===== config.mk =====
export PLATFORM = sky130hd
export DESIGN_NAME = sfx_engine
export DESIGN_NICKNAME = d
export VERILOG_FILES = /design/src/rtl/sfx_pkg.sv /design/src/rtl/sfx_clkdiv.sv /design/src/rtl/sfx_shift.sv /design/src/rtl/sfx_ctrl.sv /design/src/rtl/sfx_engine.sv
export SDC_FILE = /design/constraint.sdc
export NUM_CORES = 1
export LEC_CHECK = 0
export BUFFER_PORTS_ARGS = -buffer_cell sky130_fd_sc_hd__buf_4
export CAP_MARGIN = 5
export CORE_ASPECT_RATIO = 1.25
export CORE_MARGIN = 10
export CORE_UTILIZATION = 50
export CTS_CLUSTER_DIAMETER = 50
export DETAILED_ROUTE_END_ITERATION = 8
export PLACE_DENSITY = 0.7
export SYNTH_ARGS = -nofsm -noshare
export SYNTH_HDL_FRONTEND = slang
export SYNTH_HIERARCHICAL = 1
export SYNTH_SLANG_ARGS = --single-unit

===== constraint.sdc =====
create_clock -name clk -period 3.59 [get_ports clk]
set_input_delay 0.359 -clock clk [delete_from_list [all_inputs] [get_ports clk]]
set_output_delay 0.359 -clock clk [all_outputs]
set_load 0.01 [all_outputs]

===== src/rtl/sfx_pkg.sv =====
package sfx_pkg;

    typedef enum logic [1:0] {
        ST_IDLE,
        ST_DELAY,
        ST_SHIFT
    } sfx_state_e;

    localparam logic [2:0] OP_RD1   = 3'd1;
    localparam logic [2:0] OP_WR1   = 3'd2;
    localparam logic [2:0] OP_INVAL = 3'd4;
    localparam logic [2:0] OP_RD4   = 3'd7;

    typedef struct packed {
        logic [1:0] delay;
        logic       cpha;
        logic       cspol;
        logic       cpol;
    } devctl_t;

endpackage


===== src/rtl/sfx_clkdiv.sv =====
module sfx_clkdiv #(
    parameter int DIV_W = 16
) (
    input  logic             clk,
    input  logic             rst_n,
    input  logic             en,
    input  logic             run,
    input  logic [DIV_W-1:0] div,
    output logic             tick
);

    logic [DIV_W-1:0] cnt;

    always_ff @(posedge clk or negedge rst_n) begin
        if (!rst_n) begin
            cnt <= '0;
        end else if (!run) begin
            cnt <= '0;
        end else if (en) begin
            cnt <= (cnt >= div) ? '0 : cnt + 1'b1;
        end
    end

    assign tick = run && en && (cnt >= div);

    // with a non-zero divider, ticks never come back to back
    a_r7_tick_spacing: assert property (@(posedge clk) disable iff (!rst_n)
        (tick && div != '0 && $stable(div)) |=> !tick);

endmodule


===== src/rtl/sfx_shift.sv =====
module sfx_shift #(
    parameter int MAXW = 128,
    parameter int LW   = 7
) (
    input  logic            clk,
    input  logic            rst_n,
    input  logic            load,
    input  logic            load_rd,
    input  logic [LW-1:0]   wlen_m1,
    input  logic [MAXW-1:0] tx_word,
    input  logic            rd_q,
    input  logic            quad_q,
    input  logic            samp,
    input  logic            shft,
    input  logic [3:0]      dq_in,
    output logic            mosi,
    output logic [MAXW-1:0] rx_word
);

    localparam logic [LW-1:0] TOP = LW'(MAXW - 1);

    logic [MAXW-1:0] tx_sr;
    logic [MAXW-1:0] rx_sr;
    logic [LW-1:0]   shamt;

    assign shamt = TOP - wlen_m1;

    always_ff @(posedge clk or negedge rst_n) begin
        if (!rst_n) begin
            tx_sr <= '0;
        end else if (load) begin
            tx_sr <= load_rd ? '0 : (tx_word << shamt);
        end else if (shft) begin
            tx_sr <= tx_sr << 1;
        end
    end

    always_ff @(posedge clk or negedge rst_n) begin
        if (!rst_n) begin
            rx_sr <= '0;
        end else if (load && load_rd) begin
            rx_sr <= '0;
        end else if (samp && rd_q) begin
            rx_sr <= quad_q ? {rx_sr[MAXW-5:0], dq_in} : {rx_sr[MAXW-2:0], dq_in[1]};
        end
    end

    assign mosi    = tx_sr[MAXW-1];
    assign rx_word = rx_sr;

    // sampling and shifting never fall on the same clock edge
    a_r9_no_overlap: assert property (@(posedge clk) disable iff (!rst_n)
        !(samp && shft));

    // a new word is never loaded while bits are being sampled
    a_r4_load_apart: assert property (@(posedge clk) disable iff (!rst_n)
        load |-> !samp);

endmodule


===== src/rtl/sfx_ctrl.sv =====
module sfx_ctrl
    import sfx_pkg::*;
#(
    parameter int NUM_CS  = 4,
    parameter int FRAME_W = 12,
    parameter int LW      = 7
) (
    input  logic                      clk,
    input  logic                      rst_n,
    input  logic                      clk_en,
    input  logic                      tick,
    input  logic                      cmd_wr,
    input  logic [FRAME_W-1:0]        cmd_len,
    input  logic [2:0]                cmd_op,
    input  logic [LW-1:0]             cmd_wlen_m1,
    input  logic [$clog2(NUM_CS)-1:0] cmd_cs,
    input  devctl_t                   dcs [NUM_CS],
    output logic                      busy,
    output logic                      done,
    output logic                      load,
    output logic                      load_rd,
    output logic                      rd_q,
    output logic                      quad_q,
    output logic                      samp,
    output logic                      shft,
    output logic                      sclk,
    output logic [NUM_CS-1:0]         cs_o
);

    localparam int CSW = $clog2(NUM_CS);
    localparam int HW  = LW + 2;

    sfx_state_e state, nxt;

    logic               accept, go, is_data, is_inval;
    logic               frame_on, phase_q;
    logic [FRAME_W-1:0] frame_left;
    logic [CSW-1:0]     cur_cs;
    logic [HW-1:0]      hcnt, hlast, hlast_new;
    logic [2:0]         dcnt, dly_last;
    logic [LW:0]        beats_new;
    logic               lead, trail, word_end;

    assign is_data  = (cmd_op == OP_RD1) || (cmd_op == OP_WR1) || (cmd_op == OP_RD4);
    assign is_inval = (cmd_op == OP_INVAL);
    assign accept   = cmd_wr && (state == ST_IDLE);
    assign go       = accept && is_data;

    assign beats_new = (cmd_op == OP_RD4) ? (({1'b0, cmd_wlen_m1} >> 2) + (LW+1)'(1))
                                          : ({1'b0, cmd_wlen_m1} + (LW+1)'(1));
    assign hlast_new = {beats_new, 1'b0} - HW'(1);

    assign lead     = (state == ST_SHIFT) && tick && !phase_q;
    assign trail    = (state == ST_SHIFT) && tick && phase_q;
    assign word_end = (state == ST_SHIFT) && tick && (hcnt == hlast);

    // next state
    always_comb begin
        nxt = state;
        unique case (state)
            ST_IDLE:  if (go) nxt = (!frame_on && dcs[cmd_cs].delay != 2'd0) ? ST_DELAY : ST_SHIFT;
            ST_DELAY: if (tick && dcnt == dly_last) nxt = ST_SHIFT;
            ST_SHIFT: if (tick && hcnt == hlast) nxt = ST_IDLE;
            default:  nxt = ST_IDLE;
        endcase
    end

    // state register
    always_ff @(posedge clk or negedge rst_n) begin
        if (!rst_n) state <= ST_IDLE;
        else        state <= nxt;
    end

    // word and frame bookkeeping
    always_ff @(posedge clk or negedge rst_n) begin
        if (!rst_n) begin
            frame_on   <= 1'b0;
            frame_left <= '0;
            cur_cs     <= '0;
            rd_q       <= 1'b0;
            quad_q     <= 1'b0;
            hcnt       <= '0;
            hlast      <= '0;
            dcnt       <= '0;
            dly_last   <= '0;
            phase_q    <= 1'b0;
            done       <= 1'b0;
        end else begin
            if (accept && (is_data || is_inval)) done <= 1'b0;
            if (accept && is_inval) frame_on <= 1'b0;
            if (go) begin
                rd_q   <= (cmd_op != OP_WR1);
                quad_q <= (cmd_op == OP_RD4);
                hcnt   <= '0;
                dcnt   <= '0;
                hlast  <= hlast_new;
                if (!frame_on) begin
                    frame_on   <= 1'b1;
                    frame_left <= cmd_len;
                    cur_cs     <= cmd_cs;
                    dly_last   <= {dcs[cmd_cs].delay, 1'b0} - 3'd1;
                end
            end
            if (state == ST_DELAY && tick) dcnt <= dcnt + 3'd1;
            if (state == ST_SHIFT && tick) begin
                phase_q <= !phase_q;
                hcnt    <= hcnt + 1'b1;
            end
            if (word_end) begin
                done <= 1'b1;
                if (frame_left <= FRAME_W'(1)) begin
                    frame_on   <= 1'b0;
                    frame_left <= '0;
                end else begin
                    frame_left <= frame_left - 1'b1;
                end
            end
        end
    end

    // outputs
    always_comb begin
        busy    = (state != ST_IDLE);
        load    = go;
        load_rd = (cmd_op != OP_WR1);
        sclk    = phase_q ^ dcs[cur_cs].cpol;
        samp    = dcs[cur_cs].cpha ? trail : lead;
        shft    = dcs[cur_cs].cpha ? (lead && hcnt != '0) : trail;
    end

    for (genvar g = 0; g < NUM_CS; g++) begin : g_cs
        assign cs_o[g] = (frame_on && cur_cs == CSW'(g)) ? dcs[g].cspol : !dcs[g].cspol;
    end

    // a disabled clock freezes the serial clock phase
    a_r8_frozen: assert property (@(posedge clk) disable iff (!rst_n)
        !clk_en |=> $stable(phase_q));

    // a word only runs inside an open frame
    a_r10_busy_in_frame: assert property (@(posedge clk) disable iff (!rst_n)
        busy |-> frame_on);

    // completion is reported only when idle
    a_r11_done_idle: assert property (@(posedge clk) disable iff (!rst_n)
        done |-> (state == ST_IDLE));

    // a command written while shifting leaves the word length alone
    a_r11_ignore_busy: assert property (@(posedge clk) disable iff (!rst_n)
        (state == ST_SHIFT && cmd_wr) |=> $stable(hlast));

    // the serial clock phase is back at rest whenever the engine is idle
    a_r7_idle_level: assert property (@(posedge clk) disable iff (!rst_n)
        (state == ST_IDLE) |-> !phase_q);

endmodule


===== src/rtl/sfx_engine.sv =====
module sfx_engine
    import sfx_pkg::*;
#(
    parameter int NUM_CS  = 4,
    parameter int MAXW    = 128,
    parameter int REG_W   = 32,
    parameter int DIV_W   = 16,
    parameter int FRAME_W = 12
) (
    input  logic                                  clk,
    input  logic                                  rst_n,
    input  logic                                  wr_en,
    input  logic [$clog2(MAXW/REG_W + 3)-1:0]     wr_addr,
    input  logic [REG_W-1:0]                      wr_data,
    input  logic [3:0]                            dq_in,
    output logic                                  sclk,
    output logic [NUM_CS-1:0]                     cs_o,
    output logic                                  mosi,
    output logic                                  busy,
    output logic                                  word_done,
    output logic [MAXW-1:0]                       rx_word
);

    localparam int NDATA   = MAXW / REG_W;
    localparam int ADDR_W  = $clog2(NDATA + 3);
    localparam int LW      = $clog2(MAXW);
    localparam int CSW     = $clog2(NUM_CS);
    localparam int A_CLK   = 0;
    localparam int A_DEV   = 1;
    localparam int A_CMD   = 2;
    localparam int A_DATA0 = 3;

    logic             clk_en_q;
    logic [DIV_W-1:0] div_q;
    devctl_t          dcs [NUM_CS];
    logic [REG_W-1:0] data_q [NDATA];
    logic [MAXW-1:0]  tx_word;
    logic             cmd_wr, tick, load, load_rd, rd_q, quad_q, samp, shft;
    logic [NUM_CS-1:0] pol_v;

    always_ff @(posedge clk or negedge rst_n) begin
        if (!rst_n) begin
            clk_en_q <= 1'b0;
            div_q    <= '0;
        end else if (wr_en && wr_addr == ADDR_W'(A_CLK)) begin
            clk_en_q <= wr_data[REG_W-1];
            div_q    <= wr_data[DIV_W-1:0];
        end
    end

    for (genvar g = 0; g < NUM_CS; g++) begin : g_dev
        always_ff @(posedge clk or negedge rst_n) begin
            if (!rst_n)                                  dcs[g] <= '0;
            else if (wr_en && wr_addr == ADDR_W'(A_DEV)) dcs[g] <= wr_data[g*8 +: 5];
        end
        assign pol_v[g] = dcs[g].cspol;
    end

    for (genvar g = 0; g < NDATA; g++) begin : g_data
        always_ff @(posedge clk or negedge rst_n) begin
            if (!rst_n)                                        data_q[g] <= '0;
            else if (wr_en && wr_addr == ADDR_W'(A_DATA0 + g)) data_q[g] <= wr_data;
        end
        assign tx_word[g*REG_W +: REG_W] = data_q[g];
    end

    assign cmd_wr = wr_en && (wr_addr == ADDR_W'(A_CMD));

    sfx_clkdiv #(.DIV_W(DIV_W)) i_div (
        .clk   (clk),
        .rst_n (rst_n),
        .en    (clk_en_q),
        .run   (busy),
        .div   (div_q),
        .tick  (tick)
    );

    sfx_ctrl #(.NUM_CS(NUM_CS), .FRAME_W(FRAME_W), .LW(LW)) i_ctrl (
        .clk         (clk),
        .rst_n       (rst_n),
        .clk_en      (clk_en_q),
        .tick        (tick),
        .cmd_wr      (cmd_wr),
        .cmd_len     (wr_data[FRAME_W-1:0]),
        .cmd_op      (wr_data[18:16]),
        .cmd_wlen_m1 (wr_data[19 +: LW]),
        .cmd_cs      (wr_data[28 +: CSW]),
        .dcs         (dcs),
        .busy        (busy),
        .done        (word_done),
        .load        (load),
        .load_rd     (load_rd),
        .rd_q        (rd_q),
        .quad_q      (quad_q),
        .samp        (samp),
        .shft        (shft),
        .sclk        (sclk),
        .cs_o        (cs_o)
    );

    sfx_shift #(.MAXW(MAXW), .LW(LW)) i_shift (
        .clk     (clk),
        .rst_n   (rst_n),
        .load    (load),
        .load_rd (load_rd),
        .wlen_m1 (wr_data[19 +: LW]),
        .tx_word (tx_word),
        .rd_q    (rd_q),
        .quad_q  (quad_q),
        .samp    (samp),
        .shft    (shft),
        .dq_in   (dq_in),
        .mosi    (mosi),
        .rx_word (rx_word)
    );

    // at most one select is active at a time
    a_r10_one_select: assert property (@(posedge clk) disable iff (!rst_n)
        $onehot0(~(cs_o ^ pol_v)));

endmodule


Yosys cells after proc, flatten, opt, wreduce, memory -nomap -nowiden
Cells that the tools add are included.
{ "totals": {"register_bits": 482, "elab_cells": 172, "output_inout_bits": 136, "in_bits": 42} }
{ "op_classes": {"order_cmp": 4, "bitwise": 4, "n_addsub": 9, "reduce_logical": 52, "muxes": 42, "shifts": 1, "eq_ne": 23} }
{ "op_table": {"columns": ["op", "n"], "rows": [
  ["128-bit 2-to-1 mux", 6],
  ["128-bit by 7-bit << shifter with 128-bit output", 1],
  ["12-bit 2-to-1 mux", 4],
  ["16-bit 2-to-1 mux", 3],
  ["1-bit logical AND", 28],
  ["5-bit binary-select mux with 2-bit select", 2],
  ["9-bit 2-to-1 mux", 2],
  ["16-bit by 1-bit adder with 16-bit output, second input constant", 1],
  ["16-bit greater-or-equal comparator", 1],
  ["2-bit nonzero test", 8],
  ["3-bit equality test, second input constant", 5],
  ["1-bit 2-to-1 mux", 13],
  ["12-bit by 1-bit <= comparator with 1-bit output, second input constant", 1],
  ["3-bit 2-to-1 mux", 4],
  ["12-bit by 1-bit subtractor with 12-bit output, second input constant", 1],
  ["5-bit 2-to-1 mux", 2],
  ["9-bit by 1-bit adder with 9-bit output, second input constant", 1],
  ["3-bit by 2-bit equality test with 1-bit output, second input constant", 3],
  ["9-bit equality test", 1],
  ["9-bit nonzero test", 1],
  ["9-bit by 1-bit subtractor with 9-bit output, second input constant", 1],
  ["7-bit by 1-bit adder with 8-bit output, second input constant", 1],
  ["2-bit 2-to-1 mux", 4],
  ["8-bit 2-to-1 mux", 1],
  ["other kinds (22)", 40]
]} }

Depth between registers and ports, before layout
Gate-level depths: netlist (run 1).
{ "depth": {"ltp_word": 9, "mapped_depth": 19, "ltp_nobuf": 15} }

Modules after synthesis
Netlist (run 1), hierarchy kept.
{ "by_module_without_submodules": {"columns": ["module", "n_inst", "seq_area_each_um2", "area_each_um2", "cells_each"], "rows": [
  ["sfx_shift", 1, 6406.1, 20592.2, 2129],
  ["sfx_engine", 1, 4129.0, 6224.7, 357],
  ["sfx_ctrl", 1, 1126.1, 3006.6, 337],
  ["sfx_clkdiv", 1, 400.4, 1377.6, 162]
]} }

Worst setup path after synthesis (run 1)
Ideal clock, no wire load.
{ "synth_path": {"path_type": "register to register", "startpoint": "register i_div.cnt[11]", "endpoint": "register i_shift.tx_sr[127]", "t_arrival_ns": 3.504, "slack_ns": -0.054, "t_required_ns": 3.450, "setup_time_ns": 0.140, "n_path_buf": 4, "stages_incl_launch_ff": 17, "period_less_slack_ns": 3.644, "cell_sequence": "dfrtp_1 -> ha_1 -> nand4_1 -> a311oi_1 -> a31oi_4 -> buf_6 -> a21oi_1 -> nand2_1 -> or2_1 -> buf_6 -> nor2_1 -> inv_1 -> clkbuf_1 -> clkbuf_1 -> o21a_1 -> a2111oi_0 -> o22ai_1"} }
{ "synth_via": {"elab_chain_cells": 7, "elab_cells_between_ends": 8, "cone_classes": "order compare (1); mux (1); reduce/logical (6)"} }
{ "synth_rtl": {"columns": ["item", "line_no", "rtl"], "rows": [
  ["from (decl)", "sfx_clkdiv.sv:12", "logic [DIV_W-1:0] cnt;"],
  ["from (signal assigned)", "sfx_clkdiv.sv:20", "cnt <= (cnt >= div) ? '0 : cnt + 1'b1;"],
  ["16-bit greater-or-equal comparator (*)", "sfx_clkdiv.sv:24", "assign tick = run && en && (cnt >= div);"],
  ["1-bit logical AND (*)", "sfx_clkdiv.sv:24", null],
  ["via tick", "sfx_engine.sv:38", "logic cmd_wr, tick, load, load_rd, rd_q, quad_q, samp, shft;"],
  ["1-bit logical AND (*)", "sfx_ctrl.sv:53, sfx_ctrl.sv:54", null],
  ["1-bit logical AND", "sfx_ctrl.sv:53", "assign lead = (state == ST_SHIFT) && tick && !phase_q;"],
  ["1-bit logical AND", "sfx_ctrl.sv:128", "shft = dcs[cur_cs].cpha ? (lead && hcnt != '0) : trail;"],
  ["1-bit 2-to-1 mux (*)", "sfx_ctrl.sv:128", null],
  ["via shft", "sfx_engine.sv:38", null],
  ["2-bit nonzero test (no line) (*)", null, null],
  ["to (signal assigned)", "sfx_shift.sv:32", "tx_sr <= load_rd ? '0 : (tx_word << shamt);"],
  ["to (signal assigned)", "sfx_shift.sv:34", "tx_sr <= tx_sr << 1;"],
  ["to (decl)", "sfx_shift.sv:22", "logic [MAXW-1:0] tx_sr;"]
]} }
The timed path passes the listed nets; every way through them passes the cells marked *.
A chain may end at the register's enable or synchronous reset.

Worst setup path in the final report (run 1)
{ "layout_path": {"startpoint": "register i_div.cnt[15]", "endpoint": "register i_shift.tx_sr[127]"} }
Same word-level chain as after synthesis.

==> results of run 1 <==
-- logic make-up (layout without fill, tap and decap cells) --
logic type / after synthesis / in the layout / share of synthesized area [%]
compound gates: 769 / 769 / 15.5
mux: 706 / 706 / 30.0
simple gates: 644 / 644 / 9.34
flops: 482 / 482 / 38.7
buf+inv: 327 / 516 / 4.58
xor+xnor: 31 / 31 / 0.870
fa+ha+maj: 26 / 26 / 1.04
other cells: 0 / 3 / 0
-- Yosys cell counts, types with 30 or more instances --
library cell and number:
sky130_fd_sc_hd__o21a_1 37, sky130_fd_sc_hd__clkbuf_1 143, sky130_fd_sc_hd__inv_1 82, sky130_fd_sc_hd__buf_1 30
sky130_fd_sc_hd__nand2_1 262, sky130_fd_sc_hd__o22ai_1 78, sky130_fd_sc_hd__mux2_2 255, sky130_fd_sc_hd__buf_2 44
sky130_fd_sc_hd__mux4_2 154, sky130_fd_sc_hd__a21oi_1 183, sky130_fd_sc_hd__nor2_1 210, sky130_fd_sc_hd__nand3_1 39
sky130_fd_sc_hd__o21ai_0 231, sky130_fd_sc_hd__dfrtp_1 482, sky130_fd_sc_hd__mux2i_1 283
-- worst max-delay path, cell delays in order, from the launching register on --
cell	delay [ns]
sky130_fd_sc_hd__dfrtp_1	0.42
sky130_fd_sc_hd__ha_1	0.33
sky130_fd_sc_hd__nand4_1	0.19
sky130_fd_sc_hd__nor3_2	0.28
sky130_fd_sc_hd__a31oi_4	0.11
sky130_fd_sc_hd__a21oi_2	0.22
sky130_fd_sc_hd__nand2_1	0.10
sky130_fd_sc_hd__or2_1	0.28
sky130_fd_sc_hd__nor2_4	0.22
sky130_fd_sc_hd__inv_2	0.09
sky130_fd_sc_hd__buf_4	0.23
sky130_fd_sc_hd__o21a_1	0.22
sky130_fd_sc_hd__a2111oi_0	0.50
sky130_fd_sc_hd__o22ai_1	0.13
-- routing by layer --
metal,vias up,part of all wire [%],global-route usage (%)
met2,1303,48,49.6
met4,4,7.5,19.6
li1,11462,-,-
met3,374,7.5,5.88
met1,13416,37,37.0
met5,-,0.029,0
-- registers in the layout, indices dropped and copies added, names as in the netlist, 2 cells and up --
register / flops
i_ctrl/hlast: 9
i_ctrl/dcnt: 3
i_ctrl/state: 2
i_ctrl/cur_cs: 2
i_div/cnt: 16
i_ctrl/hcnt: 9
i_ctrl/dly_last: 3
dcs: 20
data_q: 128
i_ctrl/frame_left: 12
i_shift/rx_word: 128
div_q: 16
i_shift/tx_sr: 128
-- per-stage QoR --
stage,power (mW),setup WS [ns]
floorplan,11.8,0.0564
global placement,14.0,0.0750
detailed placement,14.2,0.00691
CTS,20.0,0.000895
global route,21.0,0.00890
finish,20.1,0.102
-- report_power, final --
group          leakage, nW  switching [mW]  internal [mW]
combinational         8.97            3.68           2.89
clock                0.884            2.48           3.19
sequential            6.05            1.15           6.75
-- worst paths after layout --
path	from	to	slack [ns]	depth (start not counted)
min in group asynchronous	rst_n	i_shift/tx_sr[115]	0.35	2
max in group asynchronous	rst_n	i_shift/rx_word[52]	2.19	3
setup reg to reg	i_div/cnt[15]	i_shift/tx_sr[127]	0.10	13
hold reg to reg	i_shift/tx_sr[2]	i_shift/tx_sr[2]	0.50	1
setup / recovery	i_div/cnt[15]	i_shift/tx_sr[127]	0.10	13
hold / removal	wr_data[30]	data_q[62]	0.04	2
-- final cells by class --
class	instances	area (µm²)	share of cell area [%]
Multi-Input combinational cell	2176	17800	49.7
Timing Repair Buffer	329	2710	7.58
Sequential cell	482	12100	33.7
Inverter	86	327	0.913
Clock inverter	28	267	0.745
Tap cell	832	1040	2.91
Clock buffer	73	1570	4.38
Antenna cell	3	7.51	0.0210
-- repair_timing --
| action | in CTS | in global routing |
|---|---|---|
| setup endpoints to repair | 2 | 96 |
| buffers inserted | 0 | 2 |
| gates resized for setup | 1 | 6 |
| cloned | 0 | 0 |
| endpoints found under the hold margin | 60 | 0 |
| pin swaps | 0 | 1 |
| hold buffers | 1 | 0 |
==> impl_metrics.yaml, run 1 <==
layout:
  post-route-cell-area_um2: 35800
  layout-area-overhead-vs-synth_pct: 14.7
  layoutNonFillerInstCount: 4009
  final_common_cell: "sky130_fd_sc_hd__dfrtp_1"
  fin_util_pct: 57.8
  layout-drive-gt1-share_pct: 27.9
  final_net_count: 3199
  final.fill_count: 5211
  final_cell_mix: "481 x sky130_fd_sc_hd__dfrtp_1, 306 x sky130_fd_sc_hd__buf_4, 283 x sky130_fd_sc_hd__mux2i_1"
global_route:
  gr-total-overflow: 0
  grt_use_total_pct: 30.6
  grt_pass1_wl_um: 171000
  initial_antenna_violation_count: 3
  pin_count_of_the_biggest_net_entering_global_routing: 129
  via_count_of_the_first_global_routing_pass: 26326
clock_tree:
  clkLatencyLatePin_ns: 0.64
  cts_num_sinks: 482
  clock_tree_from_tritoncts: "done"
  cts_h_tree_lvls: 2
  cts-root-to-sink-buffers: 3
  clock_tree.root_cell: "sky130_fd_sc_hd__clkbuf_16"
  cts.reportedPaths.clkPinSlew_ns: 0.07
  tritoncts.num_buffers: 56
route:
  wl_um: 114000
  average_vias_per_placed_instance: 6.62
  detailroute.via_count: 26559
  first_iter_violations: 3331
  routedWlPerCell_um: 28.5
  drcViolationCount: 0
  postRouteAntennaNets: 0
  drt-pass1-iter-count: 6
floorplanning:
  die-width_um: 243
  placement_rows: 102
  die_y_um: 299
  floorplan.die_area_um2: 72900
  initial_utilization_pct: 50.4
  core-area_um2: 61900
  floorplan.io_pins: 178
setup_path:
  critPathArrivalTime_ns: 3.97
  crit_type: "flip-flop to flip-flop"
  critical_path_rt_ns: 4.08
  crit_path_start_kind: "flip-flop"
  crit_path_max_fanout: 23
  crit_path_end_kind: "flip-flop"
timing:
  rsz0062_at_grt: "no"
  timing.final.setup_violations: 0
  slew-limit-headroom_pct: 16.1
  hold_viol: 0
  totalNegativeSetupSlack_ns: 0
  worst_tran_pin_value_ns: 1.22
  hold_slack_ns: 0.0358
  post-route-period-util_pct: 97.2
  achievable-frequency_ghz: 0.287
  clock_skew_ns: 0.0229
  period_minus_slack_ns: 3.49
  slew_viol_final: 0
synthesis:
  syn_inst: 2985
  synth.lib_cells_used.distinct: 95
  synth.largest_area_cell: "sky130_fd_sc_hd__dfrtp_1"
  netlist.area_leader.share_pct: 38.7
  asyncSetResetFlopFracSynth_pct: 100
  ys_warn_count: 6
  postSynthNetCount: 3053
  mappedNetlistArea_um2: 31200
  yosys_most_used_dff: "sky130_fd_sc_hd__dfrtp_1"
  synthTopCellsByArea: "sky130_fd_sc_hd__dfrtp_1 39%, sky130_fd_sc_hd__mux4_2 11%, sky130_fd_sc_hd__mux2_2 9.2%"
  ys_seq_area_share_pct: 38.7
  synth-edff-count: 0
  synth-seq-cells: 482
  synth_area_per_cell_um2: 10.5
job:
  maxCapViolations: 0
placement:
  port-buffer-count: 177
  dp_hpwl_um: 82600
  routabilityCongestion: 1.04
  dpl.cell_count: 3902
  placement.cell_area_um2: 33900
outcome:
  outcome: "finished, final reports clean"
power_and_ir_drop:
  leakage_nw: 15.9
  power_per_cell_area_nw_per_um2: 563
  vdd.ir_drop.worst_mv: 0.464
min_path:
  hold_path_class: "input pin to flip-flop"
No activity file was read; power rests on OpenSTA's default activity.
==> inputs of run 2 (changes only) <==
Settings changed: ABC_AREA set to 1, GPL_ROUTABILITY_DRIVEN set to 0.
==> run 2 against run 1 <==
Compared with the run above:
- the run now ends with design-rule violations left
- worst hold slack worse by 0.014 ns
- fmax increased by 4.1%
- die area increased by 1.9%
- wire length increased by 4.1%
- sequential cell count stayed put
- global-route usage rose by 0.51 points
- sequential share of layout area about the same
- critical path type unchanged
- critical endpoint is now i_shift/rx_word[29]
==> impl_metrics.yaml, run 2 <==
outcome:
  outcome: "complete, but fails checks"
  failed_checks: "design-rule violations"
timing:
  rsz0062_at_grt: "no"
  slew-limit-headroom_pct: 24.5
  worst_tran_pin_value_ns: 1.13
  totalNegativeSetupSlack_ns: 0
  post-route-period-util_pct: 93.3
  period_minus_slack_ns: 3.35
  clock_skew_ns: 0.0407
  hold_slack_ns: 0.0223
  timing.final.setup_violations: 0
  slew_viol_final: 0
  hold_viol: 0
  achievable-frequency_ghz: 0.298
clock_tree:
  clock_tree_from_tritoncts: "done"
  cts.reportedPaths.clkPinSlew_ns: 0.06
  clkLatencyLatePin_ns: 0.65
  clock_tree.root_cell: "sky130_fd_sc_hd__clkbuf_16"
  postCtsSetupRepairBufs: 0
  tritoncts.num_buffers: 55
  cts_h_tree_lvls: 2
  cts-root-to-sink-buffers: 3
  cts_num_sinks: 482
synthesis:
  yosys_most_used_dff: "sky130_fd_sc_hd__dfrtp_1"
  dominant_combinational_cell_family_by_area_after_synthesis: "simple AND/OR/NAND/NOR gates"
  ys_warn_count: 6
  synth.lib_cells_used.distinct: 54
  yosys.area_share.adder_pct: 1.02
  synth_simple_gate_area_share_pct: 41.0
  list_of_most_frequent_post_synthesis_cells: "1329 x sky130_fd_sc_hd__nand2_1, 1328 x sky130_fd_sc_hd__nand3_1, 482 x sky130_fd_sc_hd__dfrtp_1"
  synth_area_per_cell_um2: 6.72
  ys_seq_area_share_pct: 37.9
  netlist.area_leader.share_pct: 37.9
  synth-edff-count: 0
  asyncSetResetFlopFracSynth_pct: 100
  synth.largest_area_cell: "sky130_fd_sc_hd__dfrtp_1"
  synth-seq-cells: 482
  synthMostInstantiatedCell: "sky130_fd_sc_hd__nand2_1"
  synthXorXnorAreaFrac_pct: 0.715
  syn_inst: 4735
  postSynthNetCount: 4803
  synth-compound-area-share_pct: 11.1
  mappedNetlistArea_um2: 31800
  share_of_synthesized_area_spent_on_multiplexers_pct: 0.0314
  synthTopCellsByArea: "sky130_fd_sc_hd__dfrtp_1 38%, sky130_fd_sc_hd__nand3_1 21%, sky130_fd_sc_hd__nand2_1 16%"
setup_path:
  crit_path_max_fanout: 46
  cpPeakStageDelay_ns: 0.43
  slowest_stage: "sky130_fd_sc_hd__dfrtp_1"
  crit_path_start_kind: "flip-flop"
  critPathBufInv: 3
  critical-path-top-cell-by-count: "sky130_fd_sc_hd__nand2_1"
  critical_path_rt_ns: 4.08
  crit_path_end_kind: "flip-flop"
  critPathArrivalTime_ns: 3.84
  crit_type: "flip-flop to flip-flop"
  critical_path.top_delay_family: "simple AND/OR/NAND/NOR gates"
  crit_path_cell_trace: "inv_1 > ha_1 > nand2_1 > nand3_1 > nand2_1 > nand2_1 > nand2_1 > nand2_1 > nand2_4 > a21oi_2 > nand2_1 > inv_2 > nand2_1 > a21oi_1 > nand2_1 > nand2_4 > buf_12 > o22ai_1"
global_route:
  via_count_of_the_first_global_routing_pass: 31213
  grt_pass1_wl_um: 183000
  initial_antenna_violation_count: 2
  grt_use_total_pct: 31.1
  pin_count_of_the_biggest_net_entering_global_routing: 144
  gr-total-overflow: 0
route:
  first_iter_violations: 5576
  drt-pass1-iter-count: 9
  routedWlPerCell_um: 21.1
  postRouteAntennaNets: 0
  average_vias_per_placed_instance: 6.12
  drcViolationCount: 23
  wl_um: 119000
  detailroute.via_count: 34466
power_and_ir_drop:
  vdd.ir_drop.worst_mv: 0.606
  leakage_nw: 17.1
  power_per_cell_area_nw_per_um2: 657
layout:
  layout-drive-gt1-share_pct: 9.86
  final.fill_count: 6283
  final_common_cell: "sky130_fd_sc_hd__nand2_1"
  final_net_count: 4811
  layout-area-overhead-vs-synth_pct: 12.4
  final_cell_mix: "1328 x sky130_fd_sc_hd__nand2_1, 1327 x sky130_fd_sc_hd__nand3_1, 481 x sky130_fd_sc_hd__dfrtp_1"
floorplanning:
  initial_utilization_pct: 50.4
  die-width_um: 246
  placement_rows: 103
  core-area_um2: 63100
  floorplan.die_area_um2: 74200
  die_y_um: 302
  floorplan.io_pins: 178
placement:
  dp_hpwl_um: 83500
  port-buffer-count: 177
job:
  maxCapViolations: 0
min_path:
  hold_path_class: "input pin to flip-flop"
[run 2: worst min-delay path: cells and delay by family]
family	cells	cell delay (ns)
buffers and inverters	1	0.15
and+or+nand+nor	2	0.12
[run 2: cell type report]
type	instances	area, µm²	share of cell area [%]
multi-input cells	3637	17200	48.0
flip-flops and latches	482	12100	33.7
repair buffers	279	2450	6.85
clock buffers	76	1580	4.40
inverters	288	1100	3.07
well taps	840	1050	2.94
clock inverters	25	359	1.00
diodes	1	2.50	0.00699
[run 2: path summary, 6_finish.rpt]
check	from	end	slack (ns)	cells after the start
setup / recovery	i_div/cnt[0]	i_shift/rx_word[29]	0.24	18
hold / removal	wr_data[13]	data_q[13]	0.02	3
setup reg to reg	i_div/cnt[0]	i_shift/rx_word[29]	0.24	18
hold reg to reg	div_q[10]	div_q[10]	0.47	2
max in group asynchronous	rst_n	i_shift/tx_sr[26]	2.29	3
min in group asynchronous	rst_n	i_shift/tx_sr[101]	0.34	2
[run 2: kinds of logic after synthesis]
kind of cell	Yosys count
simple gates	2939
fa+ha+maj	26
compound gates	645
buf+inv	616
flops	482
mux	1
xor+xnor	26
[run 2: power breakdown]
group,internal [mW],switching [mW]
Sequential,7.33,1.75
Combinational,3.36,5.12
Clock,3.42,2.53
[run 2: timing repair]
action	4_1_cts	5_1_grt
hold buffers	4	0
resized for setup	0	0
hold endpoints to repair	73	0
[run 2: layer usage]
layer | global-route usage [%] | routed length, µm | vias up
met1 | 42.3 | 47400 | 16017
met2 | 47.2 | 53300 | 2042
met4 | 15.6 | 6830 | 0
met5 | 0 | 0 | -
li1 | - | - | 16015
met3 | 5.31 | 11400 | 392
[run 2: stage by stage]
stage	cell area, µm²	setup slack, ns	utilization (%)	instances	total power, mW
3_3_place_gp	33800	0.319	53.5	5522	17.3
6_report	35800	0.239	56.7	5628	23.5
3_5_place_dp	33800	0.273	53.5	5522	17.4
4_1_cts	35800	0.224	56.7	5627	23.5
2_1_floorplan	31800	0.418	-	4735	14.0
5_1_grt	35800	0.00759	56.7	5628	25.0
